$ cat src/rtl/shr_pkg.sv
package shr_pkg;
    localparam int REG_W       = 8;
    localparam int BIT_RSV     = 7;
    localparam int BIT_TRIM_HI = 6;
    localparam int BIT_TRIM_LO = 5;
    localparam int BIT_WDG     = 4;
    localparam int BIT_LOCK    = 3;
    localparam int BIT_LVD     = 2;
    localparam int BIT_AVD     = 1;
    localparam int BIT_IE      = 0;
    localparam int TRIM_W      = BIT_TRIM_HI - BIT_TRIM_LO + 1;

    // software-writable bit positions
    localparam logic [REG_W-1:0] WR_MASK =
        REG_W'((((1 << TRIM_W) - 1) << BIT_TRIM_LO) | (1 << BIT_IE));

    typedef struct packed {
        logic wdg;
        logic lock;
        logic lvd;
    } cause_t;
endpackage

$ cat src/rtl/shr_cause_flags.sv
module shr_cause_flags
    import shr_pkg::*;
(
    input  logic   clk_i,
    input  logic   por_n_i,
    input  logic   rd_i,
    input  logic   wdg_evt_i,
    input  logic   lvd_evt_i,
    input  logic   lvd_off_i,
    input  logic   pll_lock_i,
    output cause_t flags_o
);
    cause_t flags_d, flags_q;

    always_comb begin
        flags_d = flags_q;
        // watchdog flag: low-voltage reset wins, then set, then read-clear
        if (lvd_evt_i)
            flags_d.wdg = 1'b0;
        else if (wdg_evt_i)
            flags_d.wdg = 1'b1;
        else if (rd_i)
            flags_d.wdg = 1'b0;
        // low-voltage flag: forced low when detector disabled
        if (lvd_off_i)
            flags_d.lvd = 1'b0;
        else if (lvd_evt_i)
            flags_d.lvd = 1'b1;
        else if (rd_i)
            flags_d.lvd = 1'b0;
        // lock flag: sticky until power-on
        if (pll_lock_i)
            flags_d.lock = 1'b1;
    end

    always_ff @(posedge clk_i or negedge por_n_i) begin
        if (!por_n_i)
            flags_q <= '0;
        else
            flags_q <= flags_d;
    end

    assign flags_o = flags_q;

    assert_wdg_set_R4: assert property (@(posedge clk_i) disable iff (!por_n_i)
        wdg_evt_i && !lvd_evt_i |=> flags_q.wdg);
    assert_lvd_clears_wdg_R4: assert property (@(posedge clk_i) disable iff (!por_n_i)
        lvd_evt_i |=> !flags_q.wdg);
    assert_read_clears_R5: assert property (@(posedge clk_i) disable iff (!por_n_i)
        rd_i && !wdg_evt_i && !lvd_evt_i |=> !flags_q.wdg && !flags_q.lvd);
    assert_lvd_survives_R6: assert property (@(posedge clk_i) disable iff (!por_n_i)
        flags_q.lvd && !rd_i && !lvd_off_i |=> flags_q.lvd);
    assert_lock_sticky_R7: assert property (@(posedge clk_i) disable iff (!por_n_i)
        flags_q.lock |=> flags_q.lock);
    assert_lvd_forced_R8: assert property (@(posedge clk_i) disable iff (!por_n_i)
        lvd_off_i |=> !flags_q.lvd);
endmodule

$ cat src/rtl/shr_ctrl_field.sv
module shr_ctrl_field
    import shr_pkg::*;
#(
    parameter logic [TRIM_W-1:0] TRIM_RST = '1
) (
    input  logic             clk_i,
    input  logic             por_n_i,
    input  logic             warm_i,
    input  logic             wr_i,
    input  logic [REG_W-1:0] wdata_i,
    output logic [REG_W-1:0] ctrl_o
);
    localparam logic [REG_W-1:0] CTRL_RST = REG_W'(TRIM_RST) << BIT_TRIM_LO;

    logic [REG_W-1:0] ctrl_d, ctrl_q;

    always_comb begin
        ctrl_d = ctrl_q;
        if (warm_i)
            ctrl_d = CTRL_RST;
        else if (wr_i)
            ctrl_d = wdata_i & WR_MASK;
    end

    always_ff @(posedge clk_i or negedge por_n_i) begin
        if (!por_n_i)
            ctrl_q <= CTRL_RST;
        else
            ctrl_q <= ctrl_d;
    end

    assign ctrl_o = ctrl_q;

    assert_warm_reload_R3: assert property (@(posedge clk_i) disable iff (!por_n_i)
        warm_i |=> ctrl_q[BIT_TRIM_HI:BIT_TRIM_LO] == TRIM_RST && !ctrl_q[BIT_IE]);
    assert_write_trim_R2: assert property (@(posedge clk_i) disable iff (!por_n_i)
        wr_i && !warm_i |=> ctrl_q[BIT_TRIM_HI:BIT_TRIM_LO] == $past(wdata_i[BIT_TRIM_HI:BIT_TRIM_LO]));
endmodule

$ cat src/rtl/shr_supply_mon.sv
module shr_supply_mon #(
    parameter int SYNC_STAGES = 2
) (
    input  logic clk_i,
    input  logic por_n_i,
    input  logic warm_i,
    input  logic supply_low_i,
    input  logic ie_i,
    input  logic ack_i,
    output logic avdf_o,
    output logic irq_o
);
    localparam int LAST = SYNC_STAGES - 1;

    typedef struct packed {
        logic [SYNC_STAGES-1:0] chain;
        logic                   pend;
    } mon_t;

    mon_t mon_d, mon_q;
    logic [SYNC_STAGES-1:0] chain_next;
    logic                   rise;

    generate
        if (SYNC_STAGES > 1) begin : g_multi
            assign chain_next = {mon_q.chain[SYNC_STAGES-2:0], supply_low_i};
        end else begin : g_single
            assign chain_next = supply_low_i;
        end
    endgenerate

    assign rise = chain_next[LAST] && !mon_q.chain[LAST];

    always_comb begin
        mon_d       = mon_q;
        mon_d.chain = chain_next;
        if (warm_i)
            mon_d.pend = 1'b0;
        else if (rise && ie_i)
            mon_d.pend = 1'b1;
        else if (ack_i)
            mon_d.pend = 1'b0;
    end

    always_ff @(posedge clk_i or negedge por_n_i) begin
        if (!por_n_i)
            mon_q <= '0;
        else
            mon_q <= mon_d;
    end

    assign avdf_o = mon_q.chain[LAST];
    assign irq_o  = mon_q.pend;

    assert_irq_needs_enable_R10: assert property (@(posedge clk_i) disable iff (!por_n_i)
        $rose(mon_q.pend) |-> $past(ie_i) && $rose(avdf_o));
    assert_ack_clears_R10: assert property (@(posedge clk_i) disable iff (!por_n_i)
        ack_i |=> !mon_q.pend || $rose(avdf_o));
    assert_warm_clears_irq_R3: assert property (@(posedge clk_i) disable iff (!por_n_i)
        warm_i |=> !irq_o);
endmodule

$ cat src/rtl/shr_status_reg.sv
module shr_status_reg
    import shr_pkg::*;
#(
    parameter int                SYNC_STAGES = 2,
    parameter logic [TRIM_W-1:0] TRIM_RST    = '1
) (
    input  logic             clk_i,
    input  logic             por_n_i,
    input  logic             bus_rd_i,
    input  logic             bus_wr_i,
    input  logic [REG_W-1:0] bus_wdata_i,
    output logic [REG_W-1:0] bus_rdata_o,
    input  logic             rst_ext_evt_i,
    input  logic             rst_wdg_evt_i,
    input  logic             rst_lvd_evt_i,
    input  logic             lvd_disable_i,
    input  logic             pll_lock_i,
    input  logic             supply_low_i,
    output logic             irq_o,
    input  logic             irq_ack_i
);
    logic             warm;
    cause_t           flags;
    logic [REG_W-1:0] ctrl;
    logic             avdf;
    logic [REG_W-1:0] status;

    assign warm = rst_ext_evt_i | rst_wdg_evt_i | rst_lvd_evt_i;

    shr_cause_flags u_flags (
        .clk_i      (clk_i),
        .por_n_i    (por_n_i),
        .rd_i       (bus_rd_i),
        .wdg_evt_i  (rst_wdg_evt_i),
        .lvd_evt_i  (rst_lvd_evt_i),
        .lvd_off_i  (lvd_disable_i),
        .pll_lock_i (pll_lock_i),
        .flags_o    (flags)
    );

    shr_ctrl_field #(.TRIM_RST(TRIM_RST)) u_ctrl (
        .clk_i   (clk_i),
        .por_n_i (por_n_i),
        .warm_i  (warm),
        .wr_i    (bus_wr_i),
        .wdata_i (bus_wdata_i),
        .ctrl_o  (ctrl)
    );

    shr_supply_mon #(.SYNC_STAGES(SYNC_STAGES)) u_mon (
        .clk_i        (clk_i),
        .por_n_i      (por_n_i),
        .warm_i       (warm),
        .supply_low_i (supply_low_i),
        .ie_i         (ctrl[BIT_IE]),
        .ack_i        (irq_ack_i),
        .avdf_o       (avdf),
        .irq_o        (irq_o)
    );

    always_comb begin
        status           = '0;
        status[BIT_WDG]  = flags.wdg;
        status[BIT_LOCK] = flags.lock;
        status[BIT_LVD]  = flags.lvd;
        status[BIT_AVD]  = avdf;
    end

    assign bus_rdata_o = status | ctrl;

    assert_reserved_zero_R1: assert property (@(posedge clk_i) disable iff (!por_n_i)
        bus_wr_i |=> !bus_rdata_o[BIT_RSV]);
    assert_write_no_status_R2: assert property (@(posedge clk_i) disable iff (!por_n_i)
        bus_wr_i && !pll_lock_i |=> bus_rdata_o[BIT_LOCK] == $past(bus_rdata_o[BIT_LOCK]));
endmodule

$ cat config.mk
export PLATFORM = sky130hd
export DESIGN_NAME = shr_status_reg
export DESIGN_NICKNAME = d
export VERILOG_FILES = /design/src/rtl/shr_pkg.sv /design/src/rtl/shr_cause_flags.sv /design/src/rtl/shr_ctrl_field.sv /design/src/rtl/shr_supply_mon.sv /design/src/rtl/shr_status_reg.sv
export SDC_FILE = /design/constraint.sdc
export NUM_CORES = 1
export LEC_CHECK = 0
export BUFFER_PORTS_ARGS = -buffer_cell sky130_fd_sc_hd__buf_2
export CAP_MARGIN = 20
export CORE_AREA = 4 4 41 43
export CTS_CLUSTER_DIAMETER = 60
export CTS_CLUSTER_SIZE = 14
export DETAILED_ROUTE_END_ITERATION = 6
export DIE_AREA = 0 0 45 47
export GPL_TIMING_DRIVEN = 1
export PLACE_DENSITY = 0.59
export REMOVE_ABC_BUFFERS = 1
export SLEW_MARGIN = 20
export SYNTH_ARGS = -nofsm -noshare
export SYNTH_HDL_FRONTEND = slang
export SYNTH_SLANG_ARGS = --single-unit
$ cat constraint.sdc
create_clock -name clk_i -period 1.95 [get_ports clk_i]
set_input_delay 0.2925 -clock clk_i [delete_from_list [all_inputs] [get_ports clk_i]]
set_output_delay 0.2925 -clock clk_i [all_outputs]
set_load 0.005 [all_outputs]
Word level (Yosys, flattened, before mapping)
Cells that the tools add are included.
{"block": "totals", "ff_bits": 14, "output_inout_bits": 9}
{"block": "op_classes", "muxes": 10, "bitwise_logic": 3, "reduce_logical": 7}
{"cell": "$mux 8", "n": 2}
{"cell": "$reduce_bool 3->1", "n": 3}
{"cell": "$mux 1", "n": 8}
{"cell": "$or 5x8->8", "n": 1}
{"cell": "$logic_and 1x1->1", "n": 2}
{"cell": "$or 1x1->1", "n": 2}
{"cell": "$reduce_bool 2->1", "n": 1}
{"cell": "$logic_not 1->1", "n": 1}

Longest topological paths before layout
{"block": "logic_depth", "word_depth": 5, "mapped_depth": 2}

Modules after synthesis
Synthesis repeated with hierarchy kept, for this count alone.
{"block": "unflattened", "cells_unflattened": 35, "hier_area_um2": 401.6}
{"module": "shr_ctrl_field", "instances": 1, "cells_per_inst": 15, "area_each_um2": 162.7, "seq_area_each_um2": 77.6}
{"module": "shr_cause_flags", "instances": 1, "cells_per_inst": 9, "area_each_um2": 113.9, "seq_area_each_um2": 75.1}
{"module": "shr_supply_mon", "instances": 1, "cells_per_inst": 6, "area_each_um2": 93.8, "seq_area_each_um2": 75.1}
{"module": "shr_status_reg", "instances": 1, "cells_per_inst": 5, "area_each_um2": 31.3, "seq_area_each_um2": 0.0}

Worst setup path before layout
No wires, ideal clock.
{"block": "synth_timing", "path_type": "register to output", "from": "register u_ctrl.ctrl_q[5], in the netlist u_ctrl.ctrl_o[5]", "to": "output bus_rdata_o[5]", "t_arrival_ns": 0.509, "required_time_ns": 1.657, "setup_slack_ns": 1.148, "stages_incl_launch_ff": 1, "cell_sequence": "dfstp_2"}
{"block": "synth_via", "elab_chain_len": 1}
{"item": "from (decl)", "line": "shr_ctrl_field.sv:15", "source": "logic [REG_W-1:0] ctrl_d, ctrl_q;"}
{"item": "from (signal assigned)", "line": "shr_ctrl_field.sv:29", "source": "ctrl_q <= ctrl_d;"}
{"item": "$or 5x8->8", "line": "shr_status_reg.sv:69", "source": "assign bus_rdata_o = status | ctrl;"}
{"item": "to (decl)", "line": "shr_status_reg.sv:12", "source": "output logic [REG_W-1:0] bus_rdata_o,"}
Every way passes these cells.

Worst setup path after layout
{"block": "layout_timing", "from": "register u_ctrl.ctrl_q[6], in the netlist u_ctrl.ctrl_o[6]", "to": "output bus_rdata_o[6]"}
Same word-level chain as after synthesis.

==> summary.log <==
INFO  clock_tree     postCtsSetupRepairBufs=0
INFO  floorplanning  initial_utilization=28.0%
INFO  global_routing grt_antenna_before_repair=0
INFO  worst_setup_path timing.critical_path.depth=1
INFO  floorplanning  fp.coreArea=1300µm²
INFO  clock_tree     cts_inserted_buffers=3
INFO  timing         final-max-slew-violation-count=0
INFO  global_routing grt_overflow_total=0
INFO  power_and_ir_drop total_leakage_power=0.250nW
INFO  synthesis      netlist_top_cells_area=sky130_fd_sc_hd__dfrtp_1 48%, sky130_fd_sc_hd__dfstp_2 14%, sky130_fd_sc_hd__mux2i_1 8.2%, sky130_fd_sc_hd__buf_4 6.2%, sky130_fd_sc_hd__nand2b_1 3.4%
INFO  placement      detailedPlace.worstSlack=0.988ns
INFO  timing         finalWorstSetupSlack=0.785ns
INFO  clock_tree     clk_transition_reported_paths=0.06ns
INFO  drt            firstDrtPassIters=1
INFO  drt            drt_wl_total=668µm
INFO  synthesis      synth.cell_area=364µm²
INFO  synthesis      synth_cell_type_count=15
INFO  synthesis      synthDominantAreaCellType=sky130_fd_sc_hd__dfrtp_1
INFO  timing         timing.fmax=858MHz
INFO  synthesis      synth-warning-count=0
INFO  finish         finish.instance_area=502µm²
INFO  synthesis      syn-instance-count=29
INFO  floorplanning  number_of_top_level_pins=28
INFO  synthesis      ff_latch_count_synth=9
INFO  placement      numPortBuffers=21
INFO  drt            antenna_left=0
INFO  drt            post_drt_wl_per_cell=9.97µm
INFO  floorplanning  die_area=2120µm²
INFO  drt            vias=275
INFO  worst_setup_path critical_path_class=flip-flop to output port
INFO  timing         finalCriticalPeriod=1.17ns
INFO  synthesis      synth_sequential_area_ratio=62.5%
INFO  worst_hold_path worstHoldPathCells=1
INFO  worst_setup_path worst_ep_arrival_time=0.87ns
INFO  worst_setup_path number_of_buffers_and_inverters_on_the_critical_path=1
INFO  worst_setup_path setup.worst_path.start_class=flip-flop
INFO  floorplanning  die_h=47µm
INFO  worst_setup_path reg2regPathDepth=1
INFO  finish         diodes=0
INFO  timing         hold_violations=0
INFO  global_routing grt_pass1_wl=1.08mm
INFO  drt            post-route-drc-count=0
INFO  drt            detailedRoute.firstIterationViolations=0
INFO  worst_setup_path maximum_single_stage_delay_on_the_critical_path=0.52ns
INFO  global_routing grt_max_degree=10
INFO  power_and_ir_drop power.ir.vdd_worst=0.000332V
INFO  global_routing via_count_of_the_first_global_routing_pass=271
INFO  timing         final_layout_setup_total_negative_slack=0ns
INFO  drt            route.detailed.vias_per_inst=4.10
INFO  finish         flow.area_growth_from_synthesis=37.8%
INFO  clock_tree     clk_root_buffer_cell=sky130_fd_sc_hd__clkbuf_4
INFO  finish         drive_gt1_share=53.8%
INFO  timing         rsz0062_at_grt=false
INFO  placement      gp_congestion=0.635
INFO  clock_tree     cts.htree.levels=1
INFO  finish         layout.nets=72
INFO  worst_hold_path hold_class=input pin to flip-flop
INFO  timing         report.final.setup_viol=0
INFO  clock_tree     max-clock-path-buffers=2
INFO  clock_tree     clock_sinks=9
INFO  timing         clock_skew=0.00125ns
INFO  power_and_ir_drop cellPowerDensity=731nW/µm²
INFO  worst_setup_path timing.critical_path.cells=buf_2
INFO  global_routing globalRouteTotalUtil=7.45%
INFO  flow_run       timing.max_cap.violations=0
INFO  outcome        outcome=completed
INFO  timing         period_share=59.7%
INFO  floorplanning  die_width=45µm
INFO  worst_setup_path worst_path_max_delay_cell=sky130_fd_sc_hd__dfstp_2
INFO  worst_setup_path critical_path_peak_fanout=2
INFO  synthesis      synthesis.area_per_instance=12.6µm²
INFO  worst_setup_path cpLargestDelayFamily=flip-flops
INFO  worst_setup_path endpoint_kind=output port
INFO  floorplanning  row_count=13
INFO  synthesis      synth_top_cell_area_share=48.1%
INFO  finish         fillerInstances=129
INFO  clock_tree     cts_tree=yes
INFO  placement      dpl-instance-area=465µm²
INFO  clock_tree     clkLatencyLatePin=0.25ns
INFO  worst_setup_path cp_data_required_time=1.66ns
-- Yosys cell counts --
| library cell | count |
|---|---|
| sky130_fd_sc_hd__a21boi_1 | 1 |
| sky130_fd_sc_hd__o21a_1 | 1 |
| sky130_fd_sc_hd__buf_4 | 3 |
| sky130_fd_sc_hd__mux2i_1 | 3 |
| sky130_fd_sc_hd__nand2b_1 | 2 |
| sky130_fd_sc_hd__a21oi_1 | 1 |
| sky130_fd_sc_hd__conb_1 | 1 |
| sky130_fd_sc_hd__inv_1 | 1 |
| sky130_fd_sc_hd__nand2_1 | 2 |
| sky130_fd_sc_hd__dfrtp_1 | 7 |
| sky130_fd_sc_hd__dfstp_2 | 2 |
| sky130_fd_sc_hd__nand3b_1 | 1 |
| sky130_fd_sc_hd__nor3_2 | 1 |
| sky130_fd_sc_hd__nor2b_1 | 2 |
| sky130_fd_sc_hd__or2_2 | 1 |
-- through the flow --
| step | instances | power [mW] | utilization (%) | hold WS (ns) |
|---|---|---|---|---|
| floorplan | 26 | 0.210 | - | -0.00309 |
| global placement | 62 | 0.234 | 35.8 | 0.152 |
| detailed placement | 62 | 0.234 | 35.8 | 0.152 |
| CTS | 67 | 0.376 | 38.6 | 0.136 |
| global route | 67 | 0.395 | 38.6 | 0.136 |
| finish | 67 | 0.367 | 38.6 | 0.145 |
-- logic make-up after synthesis --
kind of cell | after synthesis | share of synthesized area [%]
AOI/OAI and AO/OA | 3 | 5.50
muxes | 3 | 8.25
buffers and inverters | 4 | 7.22
and+or+nand+nor | 9 | 15.5
other | 1 | 1.03
DFF | 9 | 62.5
-- placed cells by master, fill, tap and decap left out --
cell                            Yosys  routed
sky130_fd_sc_hd__dfstp_2            2       2
sky130_fd_sc_hd__dfrtp_1            7       7
sky130_fd_sc_hd__nand2b_1           2       2
sky130_fd_sc_hd__nand2_1            2       2
sky130_fd_sc_hd__buf_2              0      21
sky130_fd_sc_hd__mux2i_1            3       3
sky130_fd_sc_hd__a21boi_1           1       1
sky130_fd_sc_hd__nor3_2             1       1
sky130_fd_sc_hd__o21a_1             1       1
sky130_fd_sc_hd__dlygate4sd3_1      0       1
sky130_fd_sc_hd__nor2b_1            2       2
sky130_fd_sc_hd__clkbuf_4           0       3
sky130_fd_sc_hd__clkbuf_1           0       1
sky130_fd_sc_hd__a21oi_1            1       1
sky130_fd_sc_hd__conb_1             1       1
sky130_fd_sc_hd__nand3b_1           1       1
sky130_fd_sc_hd__inv_1              1       1
sky130_fd_sc_hd__or2_2              1       1
-- area by class of cell --
class	instances	area [µm²]	area share, %
Clock buffer	4	26.3	5.24
Inverter	1	3.75	0.748
Timing Repair Buffer	22	115	22.9
Sequential cell	9	228	45.4
Tap cell	15	18.8	3.74
Multi-Input combinational cell	16	110	21.9
-- metal layers --
layer / vias to the layer above / global-route usage [%] / share of wire [%]
li1: 138 / - / -
met1: 126 / 7.09 / 39
met2: 11 / 12.7 / 51
met3: 0 / 3.45 / 9.9
met4: 0 / 5.26 / 0
met5: - / 0 / 0
-- worst paths after layout --
path                                          start                  end  slack (ns)
worst max-delay path               u_ctrl.ctrl_o[6]       bus_rdata_o[6]        0.78
worst min-delay path                   supply_low_i  u_mon.chain_next[1]        0.15
worst max register to register   u_flags.flags_o[1]   u_flags.flags_o[1]        1.18
worst min register to register  u_mon.chain_next[1]         u_mon.avdf_o        0.38
max in group asynchronous                   por_n_i     u_ctrl.ctrl_o[6]        1.30
min in group asynchronous                   por_n_i   u_flags.flags_o[2]        0.41
-- what timing repair did --
action,4_1_cts,5_1_grt
gates resized for setup,0,0
hold buffers,1,0
hold endpoints to repair,7,0
-- power breakdown --
group	internal, mW	switching [mW]	leakage (nW)
logic	0.0201	0.0153	0.129
clock network	0.0784	0.0573	0.0150
registers	0.193	0.00255	0.106
-- state kept, by name, indices dropped and copies added, names as in the netlist --
signal / flops
u_ctrl.ctrl_o: 3
u_flags.flags_o: 3
u_mon.avdf_o: 1
u_mon.chain_next: 1
u_mon.irq_o: 1
Note: power is estimated with default switching activity, not from simulation.
